`src/rtl/mdu_pkg.sv`:
```
package mdu_pkg;
  localparam int unsigned XLEN      = 32;
  localparam int unsigned DLEN      = 2 * XLEN;
  localparam int unsigned MUL_DIGIT = 8;
  localparam int unsigned MUL_STEPS = XLEN / MUL_DIGIT;
  localparam int unsigned DSEL_W    = $clog2(MUL_STEPS);
  localparam int unsigned MUL_LAT   = MUL_STEPS + 1;
  localparam int unsigned DIVU_LAT  = XLEN + 2;
  localparam int unsigned DIVS_LAT  = XLEN + 3;
  localparam int unsigned STEP_W    = $clog2(DIVS_LAT + 1);

  typedef enum logic [2:0] {
    OP_MUL_S = 3'd0,
    OP_MUL_U = 3'd1,
    OP_MAC_S = 3'd2,
    OP_MAC_U = 3'd3,
    OP_DIV_S = 3'd4,
    OP_DIV_U = 3'd5
  } mdu_op_e;

  typedef struct packed {
    logic [DLEN-1:0] val;
    logic            ovf;
  } acc_res_t;

  function automatic logic op_known(logic [2:0] op);
    return op <= OP_DIV_U;
  endfunction

  function automatic logic op_is_mul(logic [2:0] op);
    return (op == OP_MUL_S) || (op == OP_MUL_U) || (op == OP_MAC_S) || (op == OP_MAC_U);
  endfunction

  function automatic logic op_is_mac(logic [2:0] op);
    return (op == OP_MAC_S) || (op == OP_MAC_U);
  endfunction

  function automatic logic op_is_div(logic [2:0] op);
    return (op == OP_DIV_S) || (op == OP_DIV_U);
  endfunction

  function automatic logic op_signed(logic [2:0] op);
    return (op == OP_MUL_S) || (op == OP_MAC_S) || (op == OP_DIV_S);
  endfunction

  function automatic int unsigned op_latency(logic [2:0] op);
    if (op == OP_DIV_U) return DIVU_LAT;
    if (op == OP_DIV_S) return DIVS_LAT;
    return MUL_LAT;
  endfunction

  // magnitude of a word, treating it as two's complement only when sgn is set
  function automatic logic [XLEN-1:0] magnitude(logic [XLEN-1:0] v, logic sgn);
    return (sgn && v[XLEN-1]) ? (~v + 1'b1) : v;
  endfunction

  // 65-bit exact sum; overflow when the exact sum leaves the 64-bit range
  function automatic acc_res_t accumulate(logic [DLEN-1:0] acc, logic [DLEN-1:0] prod,
                                          logic sgn, logic sat);
    acc_res_t        r;
    logic [DLEN:0]   sum;
    logic [DLEN-1:0] clamp;
    if (sgn) begin
      sum   = {acc[DLEN-1], acc} + {prod[DLEN-1], prod};
      r.ovf = sum[DLEN] ^ sum[DLEN-1];
      clamp = sum[DLEN] ? {1'b1, {(DLEN-1){1'b0}}} : {1'b0, {(DLEN-1){1'b1}}};
    end else begin
      sum   = {1'b0, acc} + {1'b0, prod};
      r.ovf = sum[DLEN];
      clamp = {DLEN{1'b1}};
    end
    r.val = (r.ovf && sat) ? clamp : sum[DLEN-1:0];
    return r;
  endfunction
endpackage

```
`src/rtl/mdu_ctrl.sv`:
```
module mdu_ctrl
  import mdu_pkg::*;
(
  input  logic              clk,
  input  logic              rst_n,
  input  logic              iss_valid,
  input  logic [2:0]        iss_op,
  output logic              busy,
  output logic              done,
  output logic              start,
  output logic              finish,
  output logic [STEP_W-1:0] step,
  output logic [2:0]        cur_op
);
  logic [STEP_W-1:0] last_step;

  assign start     = iss_valid && !busy && op_known(iss_op);
  assign last_step = STEP_W'(op_latency(cur_op) - 1);
  assign finish    = busy && (step == last_step);

  always_ff @(posedge clk or negedge rst_n) begin
    if (!rst_n) begin
      busy   <= 1'b0;
      done   <= 1'b0;
      step   <= '0;
      cur_op <= 3'd0;
    end else begin
      done <= finish;
      if (start) begin
        busy   <= 1'b1;
        step   <= '0;
        cur_op <= iss_op;
      end else if (finish) begin
        busy <= 1'b0;
      end else if (busy) begin
        step <= step + 1'b1;
      end
    end
  end

  // independent cycle counter for latency checks
  logic [STEP_W-1:0] chk_cnt;
  always_ff @(posedge clk or negedge rst_n) begin
    if (!rst_n)      chk_cnt <= '0;
    else if (start)  chk_cnt <= '0;
    else if (busy)   chk_cnt <= chk_cnt + 1'b1;
  end

  assert_mul_lat_R3: assert property (@(posedge clk) disable iff (!rst_n)
    done && op_is_mul(cur_op) |-> chk_cnt == STEP_W'(MUL_LAT));
  assert_divu_lat_R7: assert property (@(posedge clk) disable iff (!rst_n)
    done && (cur_op == OP_DIV_U) |-> chk_cnt == STEP_W'(DIVU_LAT));
  assert_divs_lat_R8: assert property (@(posedge clk) disable iff (!rst_n)
    done && (cur_op == OP_DIV_S) |-> chk_cnt == STEP_W'(DIVS_LAT));
  assert_issue_ignored_R11: assert property (@(posedge clk) disable iff (!rst_n)
    busy && !finish |=> busy && $stable(cur_op));
  assert_done_pulse_R12: assert property (@(posedge clk) disable iff (!rst_n)
    done |=> !done);
endmodule

```
`src/rtl/mdu_mul.sv`:
```
module mdu_mul
  import mdu_pkg::*;
(
  input  logic              clk,
  input  logic              rst_n,
  input  logic              start,
  input  logic [2:0]        iss_op,
  input  logic [XLEN-1:0]   iss_a,
  input  logic [XLEN-1:0]   iss_b,
  input  logic              busy,
  input  logic [2:0]        cur_op,
  input  logic [STEP_W-1:0] step,
  output logic [DLEN-1:0]   prod
);
  logic [XLEN-1:0]      ma, mb;
  logic [DLEN-1:0]      part;
  logic                 neg;
  logic                 active;
  logic [MUL_DIGIT-1:0] digits [MUL_STEPS];
  logic [DLEN-1:0]      pp;

  for (genvar g = 0; g < MUL_STEPS; g++) begin : g_digit
    assign digits[g] = mb[g*MUL_DIGIT +: MUL_DIGIT];
  end

  assign active = busy && op_is_mul(cur_op) && (step < STEP_W'(MUL_STEPS));
  assign pp     = (DLEN'(ma) * DLEN'(digits[step[DSEL_W-1:0]])) << (MUL_DIGIT * step[DSEL_W-1:0]);
  assign prod   = neg ? (~part + 1'b1) : part;

  always_ff @(posedge clk or negedge rst_n) begin
    if (!rst_n) begin
      ma   <= '0;
      mb   <= '0;
      neg  <= 1'b0;
      part <= '0;
    end else if (start) begin
      ma   <= magnitude(iss_a, op_signed(iss_op));
      mb   <= magnitude(iss_b, op_signed(iss_op));
      neg  <= op_signed(iss_op) && (iss_a[XLEN-1] ^ iss_b[XLEN-1]);
      part <= '0;
    end else if (active) begin
      part <= part + pp;
    end
  end
endmodule

```
`src/rtl/mdu_div.sv`:
```
module mdu_div
  import mdu_pkg::*;
(
  input  logic              clk,
  input  logic              rst_n,
  input  logic              start,
  input  logic [2:0]        iss_op,
  input  logic [XLEN-1:0]   iss_a,
  input  logic [XLEN-1:0]   iss_b,
  input  logic              busy,
  input  logic [2:0]        cur_op,
  input  logic [STEP_W-1:0] step,
  output logic [XLEN-1:0]   quo,
  output logic [XLEN-1:0]   rem
);
  logic [XLEN-1:0] ra, rb, dvs;
  logic            sgn, neg_q, neg_r;
  logic            active;
  logic [XLEN:0]   sh;
  logic            ge;

  assign active = busy && op_is_div(cur_op);
  assign sh     = {rem, quo[XLEN-1]};
  assign ge     = sh >= {1'b0, dvs};

  always_ff @(posedge clk or negedge rst_n) begin
    if (!rst_n) begin
      ra <= '0; rb <= '0; dvs <= '0; quo <= '0; rem <= '0;
      sgn <= 1'b0; neg_q <= 1'b0; neg_r <= 1'b0;
    end else if (start) begin
      ra  <= iss_a;
      rb  <= iss_b;
      sgn <= op_signed(iss_op);
    end else if (active) begin
      if (step == '0) begin
        quo   <= magnitude(ra, sgn);
        dvs   <= magnitude(rb, sgn);
        rem   <= '0;
        neg_q <= sgn && (ra[XLEN-1] ^ rb[XLEN-1]);
        neg_r <= sgn && ra[XLEN-1];
      end else if (step <= STEP_W'(XLEN)) begin
        rem <= ge ? XLEN'(sh - {1'b0, dvs}) : sh[XLEN-1:0];
        quo <= {quo[XLEN-2:0], ge};
      end else if (step == STEP_W'(XLEN + 1)) begin
        quo <= neg_q ? (~quo + 1'b1) : quo;
        rem <= neg_r ? (~rem + 1'b1) : rem;
      end
    end
  end

  assert_rem_bound_R7: assert property (@(posedge clk) disable iff (!rst_n)
    active && (step >= STEP_W'(1)) && (step <= STEP_W'(XLEN + 1)) |-> (dvs == '0) || (rem < dvs));
endmodule

```
`src/rtl/mdu_unit.sv`:
```
module mdu_unit
  import mdu_pkg::*;
(
  input  logic            clk,
  input  logic            rst_n,
  input  logic            iss_valid,
  input  logic [2:0]      iss_op,
  input  logic [XLEN-1:0] iss_a,
  input  logic [XLEN-1:0] iss_b,
  input  logic            rd_req,
  input  logic            ctl_we,
  input  logic            ctl_sat,
  input  logic            ctl_ovf_clr,
  output logic            busy,
  output logic            done,
  output logic            stall,
  output logic [XLEN-1:0] hi,
  output logic [XLEN-1:0] lo,
  output logic            sat_mode,
  output logic            ovf
);
  logic              start, finish;
  logic [STEP_W-1:0] step;
  logic [2:0]        cur_op;
  logic [DLEN-1:0]   prod;
  logic [XLEN-1:0]   quo, rem;
  logic [XLEN-1:0]   hi_q, lo_q;
  logic              sat_q, ovf_q;
  acc_res_t          acc;
  logic              acc_ovf_evt;
  logic              wr_hilo;

  mdu_ctrl u_ctrl (
    .clk(clk), .rst_n(rst_n), .iss_valid(iss_valid), .iss_op(iss_op),
    .busy(busy), .done(done), .start(start), .finish(finish),
    .step(step), .cur_op(cur_op)
  );

  mdu_mul u_mul (
    .clk(clk), .rst_n(rst_n), .start(start), .iss_op(iss_op),
    .iss_a(iss_a), .iss_b(iss_b), .busy(busy), .cur_op(cur_op),
    .step(step), .prod(prod)
  );

  mdu_div u_div (
    .clk(clk), .rst_n(rst_n), .start(start), .iss_op(iss_op),
    .iss_a(iss_a), .iss_b(iss_b), .busy(busy), .cur_op(cur_op),
    .step(step), .quo(quo), .rem(rem)
  );

  assign acc         = accumulate({hi_q, lo_q}, prod, op_signed(cur_op), sat_q);
  assign wr_hilo     = finish;
  assign acc_ovf_evt = finish && op_is_mac(cur_op) && acc.ovf;

  always_ff @(posedge clk or negedge rst_n) begin
    if (!rst_n) begin
      hi_q <= '0;
      lo_q <= '0;
    end else if (wr_hilo) begin
      if (op_is_div(cur_op))      {hi_q, lo_q} <= {rem, quo};
      else if (op_is_mac(cur_op)) {hi_q, lo_q} <= acc.val;
      else                        {hi_q, lo_q} <= prod;
    end
  end

  always_ff @(posedge clk or negedge rst_n) begin
    if (!rst_n) begin
      sat_q <= 1'b0;
      ovf_q <= 1'b0;
    end else begin
      if (ctl_we) sat_q <= ctl_sat;
      if (acc_ovf_evt)                  ovf_q <= 1'b1;
      else if (ctl_we && ctl_ovf_clr)   ovf_q <= 1'b0;
    end
  end

  assign stall    = rd_req && busy;
  assign hi       = hi_q;
  assign lo       = lo_q;
  assign sat_mode = sat_q;
  assign ovf      = ovf_q;

  assert_hilo_hold_R10: assert property (@(posedge clk) disable iff (!rst_n)
    busy && $past(busy) |-> $stable({hi_q, lo_q}));
  assert_ovf_sticky_R5: assert property (@(posedge clk) disable iff (!rst_n)
    ovf_q && !(ctl_we && ctl_ovf_clr) |=> ovf_q);
  assert_sat_clamp_R6: assert property (@(posedge clk) disable iff (!rst_n)
    acc_ovf_evt && sat_q |=> ({hi_q, lo_q} == {1'b0, {(DLEN-1){1'b1}}}) ||
                             ({hi_q, lo_q} == {1'b1, {(DLEN-1){1'b0}}}) ||
                             ({hi_q, lo_q} == {DLEN{1'b1}}));
  assert_ovf_needs_mac_R5: assert property (@(posedge clk) disable iff (!rst_n)
    $rose(ovf_q) |-> done && op_is_mac(cur_op));
endmodule

```
`config.mk`:
```
export PLATFORM = sky130hd
export DESIGN_NAME = mdu_unit
export DESIGN_NICKNAME = d
export VERILOG_FILES = /design/src/rtl/mdu_pkg.sv /design/src/rtl/mdu_ctrl.sv /design/src/rtl/mdu_mul.sv /design/src/rtl/mdu_div.sv /design/src/rtl/mdu_unit.sv
export SDC_FILE = /design/constraint.sdc
export NUM_CORES = 2
export LEC_CHECK = 0
export BUFFER_PORTS_ARGS = -buffer_cell sky130_fd_sc_hd__buf_2
export CORE_MARGIN = 2
export CORE_UTILIZATION = 25
export CTS_BUF_LIST = sky130_fd_sc_hd__clkbuf_8
export DETAILED_ROUTE_END_ITERATION = 6
export GPL_TIMING_DRIVEN = 0
export MAX_ROUTING_LAYER = met4
export PLACE_DENSITY = 0.37
export SLEW_MARGIN = 20
export SYNTH_ARGS = -nofsm -noshare
export SYNTH_HDL_FRONTEND = slang
export SYNTH_SLANG_ARGS = --single-unit
```
`constraint.sdc`:
```
create_clock -name clk -period 15.5 [get_ports clk]
set_input_delay 1.55 -clock clk [delete_from_list [all_inputs] [get_ports clk]]
set_output_delay 1.55 -clock clk [all_outputs]
set_load 0.02 [all_outputs]
```
==> results.tsv <==
stage	metric	value	unit
status	status	finished with violations	
status	violations	DRC	
route	ant_nets	0	
timing	relSlewSlack	25.4	%
placed_design	dpl.hpwl	142000	µm
timing	worst_pin_slew	1120	ps
route	routed_wl	175000	µm
worst_setup_path	cp_max_fo	10	
clocking	cts_tree	yes	
worst_setup_path	slowest_delay	840	ps
timing	whs	476	ps
floorplanning	die_w	400	µm
worst_setup_path	critPathLaunchType	register	
floorplanning	rows	145	
worst_setup_path	critical_path_class	reg2reg	
worst_setup_path	setup.worst_path.end_class	register	
finish	layout.nets	5711	
timing	fin_crit_sh	80.5	%
worst_setup_path	critPathLaunch	u_ctrl.step[0]$_DFFE_PN0P_	
timing	rsz0062_at_grt	no	
route	dr.pass1.iters	7	
timing	min_period	12470	ps
clocking	clkSinkCount	367	
global_route	grt_pass1_wl	258000	µm
global_route	grt_use_total	22.3	%
yosys	synth-seq-cells	367	
timing	finalMaxSlewViolations	0	
yosys	syn_avg_cell_area	7.85	µm²
yosys	ys_warn_count	0	
yosys	muxShareOfSynthArea	1.66	%
clocking	cts_root_buffer	clkbuf_8	
worst_setup_path	crit_top_cell	o21ai_0	
timing	final-setup-viol-count	0	
yosys	ys.flop_type	dfrtp_1	
global_route	grt_max_degree	82	
clocking	cts_max_level	3	
clocking	cts_resized	0	
clocking	insertion_delay	810	ps
worst_setup_path	cp_data_arrival_time	13100	ps
yosys	syn-num-nets	5482	
clocking	cts_setup_buffers	0	
placed_design	dpl_cell_area	42600	µm²
flow_run	drv_cap	0	
global_route	grt_pass1_vias	36856	
worst_hold_path	hp-class	reg2reg	
timing	finalHoldViolCount	0	
floorplanning	dieArea	160000	µm²
placed_design	port_buffers	142	
global_route	antenna_found_initial	7	
clocking	clk_pin_slew_worst_paths	60	ps
yosys	synth-simple-area-share	21.2	%
yosys	synthAdderAreaFrac	17.5	%
yosys	seq_area_frac_synth	23.4	%
worst_setup_path	r2r_start	u_ctrl.step[0]$_DFFE_PN0P_	
worst_hold_path	hp-start	u_div.dvs[11]$_DFFE_PN0P_	
yosys	synth-xor-area-share	8.09	%
floorplanning	die_y	400	µm
route	via_per_inst	5.15	
timing	skew	60.4	ps
floorplanning	boundaryPins	143	
route	vias	37760	
yosys	synthCells	4989	
yosys	async_flop_share	100	%
route	drc	11	
placed_design	gp_congestion	0.904	
clocking	cts_hold_buf	0	
finish	drive_gt1_share	6.14	%
floorplanning	core-area	156000	µm²
yosys	synth_top_family_by_area	compound AO/OA/AOI/OAI gates	
worst_setup_path	crit_slowest_cell	clkbuf_1	
timing	setup-tns-final	0	ps
finish	area_growth	13.0	%
yosys	synth_edf_count	0	
yosys	synth_compound_area_share	22.5	%
clocking	clk_path_buf_depth	3	
route	wl_per_cell	23.9	µm
timing	fmax	80.2	MHz
yosys	synth_area	39200	µm²
floorplanning	start_util	25.1	%
clocking	numCtsBuffers	81	
global_route	grt-ovfl-total	0	
route	drt_iter0_markers	2913	
finish	fin_area	44300	µm²
worst_setup_path	required	16130	ps
yosys	synth_cell_types	90	
==> Yosys cell counts, types with 41 or more instances <==
cell type,instances,area (µm²)
ha_1,236,2950
and3_1,56,350
nor3_1,92,460
nand2_1,637,2390
a21oi_1,433,2170
dfrtp_1,367,9180
nor4_1,41,257
inv_1,327,1230
and2_1,234,1460
nand3_1,126,631
a21o_1,108,811
fa_1,183,3660
o21ai_0,512,2560
nor2_1,278,1040
o21bai_1,42,315
nand4_1,51,319
or3_1,50,313
xor2_1,138,1210
a31oi_1,41,257
xnor2_1,224,1960
o31ai_1,52,390
clkbuf_1,235,882
==> sequential cells by signal, indices dropped and copies added, names as in the netlist, 3 cells and up <==
| register | cells |
|---|---|
| hi | 32 |
| lo | 32 |
| u_ctrl.cur_op | 3 |
| u_ctrl.step | 6 |
| u_div.dvs | 32 |
| u_div.quo | 32 |
| u_div.ra | 32 |
| u_div.rb | 32 |
| u_div.rem | 32 |
| u_mul.ma | 31 |
| u_mul.mb | 31 |
| u_mul.part | 64 |
==> per-layer routing <==
layer	up-vias	GRT usage (%)	share of wire, %
met5	-	-	0
met4	0	4.39	1.7
met3	140	2.52	4.4
met2	983	32.5	43
met1	18669	33.0	51
li1	17968	-	-
==> through the flow <==
step                setup slack (ps)  utilization, %  instances
floorplan                       6080               -       4989
global placement                2550            27.2       7189
detailed placement              3060            27.3       7193
CTS                             2950            28.4       7333
global route                    2080            28.4       7336
finish                          3030            28.4       7336
==> layout make-up <==
type	instances	area, µm²
repair buffers	146	831
plain buffers	262	1000
well taps	2058	2570
fillers	17276	112000
flip-flops and latches	367	9180
inverters	329	1230
diodes	3	7.51
multi-input cells	4031	27800
clock inverters	36	223
clock buffers	104	1430
==> worst paths after layout <==
| kind | cells after the start | slack (ps) | endpoint |
|---|---|---|---|
| worst max register to register | 37 | 3030 | u_mul.part[62]$_DFFE_PN0P_ |
| min in group asynchronous | 1 | 740 | u_div.rb[25]$_DFFE_PN0P_ |
| worst min-delay path | 2 | 480 | u_div.dvs[11]$_DFFE_PN0P_ |
| worst min register to register | 2 | 480 | u_div.dvs[11]$_DFFE_PN0P_ |
| worst max-delay path | 37 | 3030 | u_mul.part[62]$_DFFE_PN0P_ |
| max in group asynchronous | 3 | 13390 | u_mul.part[47]$_DFFE_PN0P_ |
==> worst max-delay path: cells and delay by family, from the launching register on <==
kind	cells	cell delay (ps)
buf+inv	7	2540
flops	1	380
mux	3	1240
fa+ha+maj	6	2720
xor+xnor	2	570
simple gates	6	1190
compound gates	13	3650
==> cells by family after synthesis <==
| family | after synthesis |
|---|---|
| adders and majority gates | 442 |
| buffers and inverters | 591 |
| and+or+nand+nor | 1707 |
| xor gates and xnor gates | 362 |
| muxes | 52 |
| DFF | 367 |
| AOI/OAI and AO/OA | 1468 |
==> cell usage in the layout (no fill, tap or decap), types with 138 or more instances in the layout <==
cell type	count
nand2_1	637
o21ai_0	512
a21oi_1	433
dfrtp_1	367
inv_1	347
nor2_1	278
ha_1	236
clkbuf_1	234
and2_1	234
xnor2_1	224
fa_1	183
buf_2	141
xor2_1	138
Power is left out: the tool's default activity adds up to more than one toggle a clock period on the data nets, which glitch-free logic cannot reach.
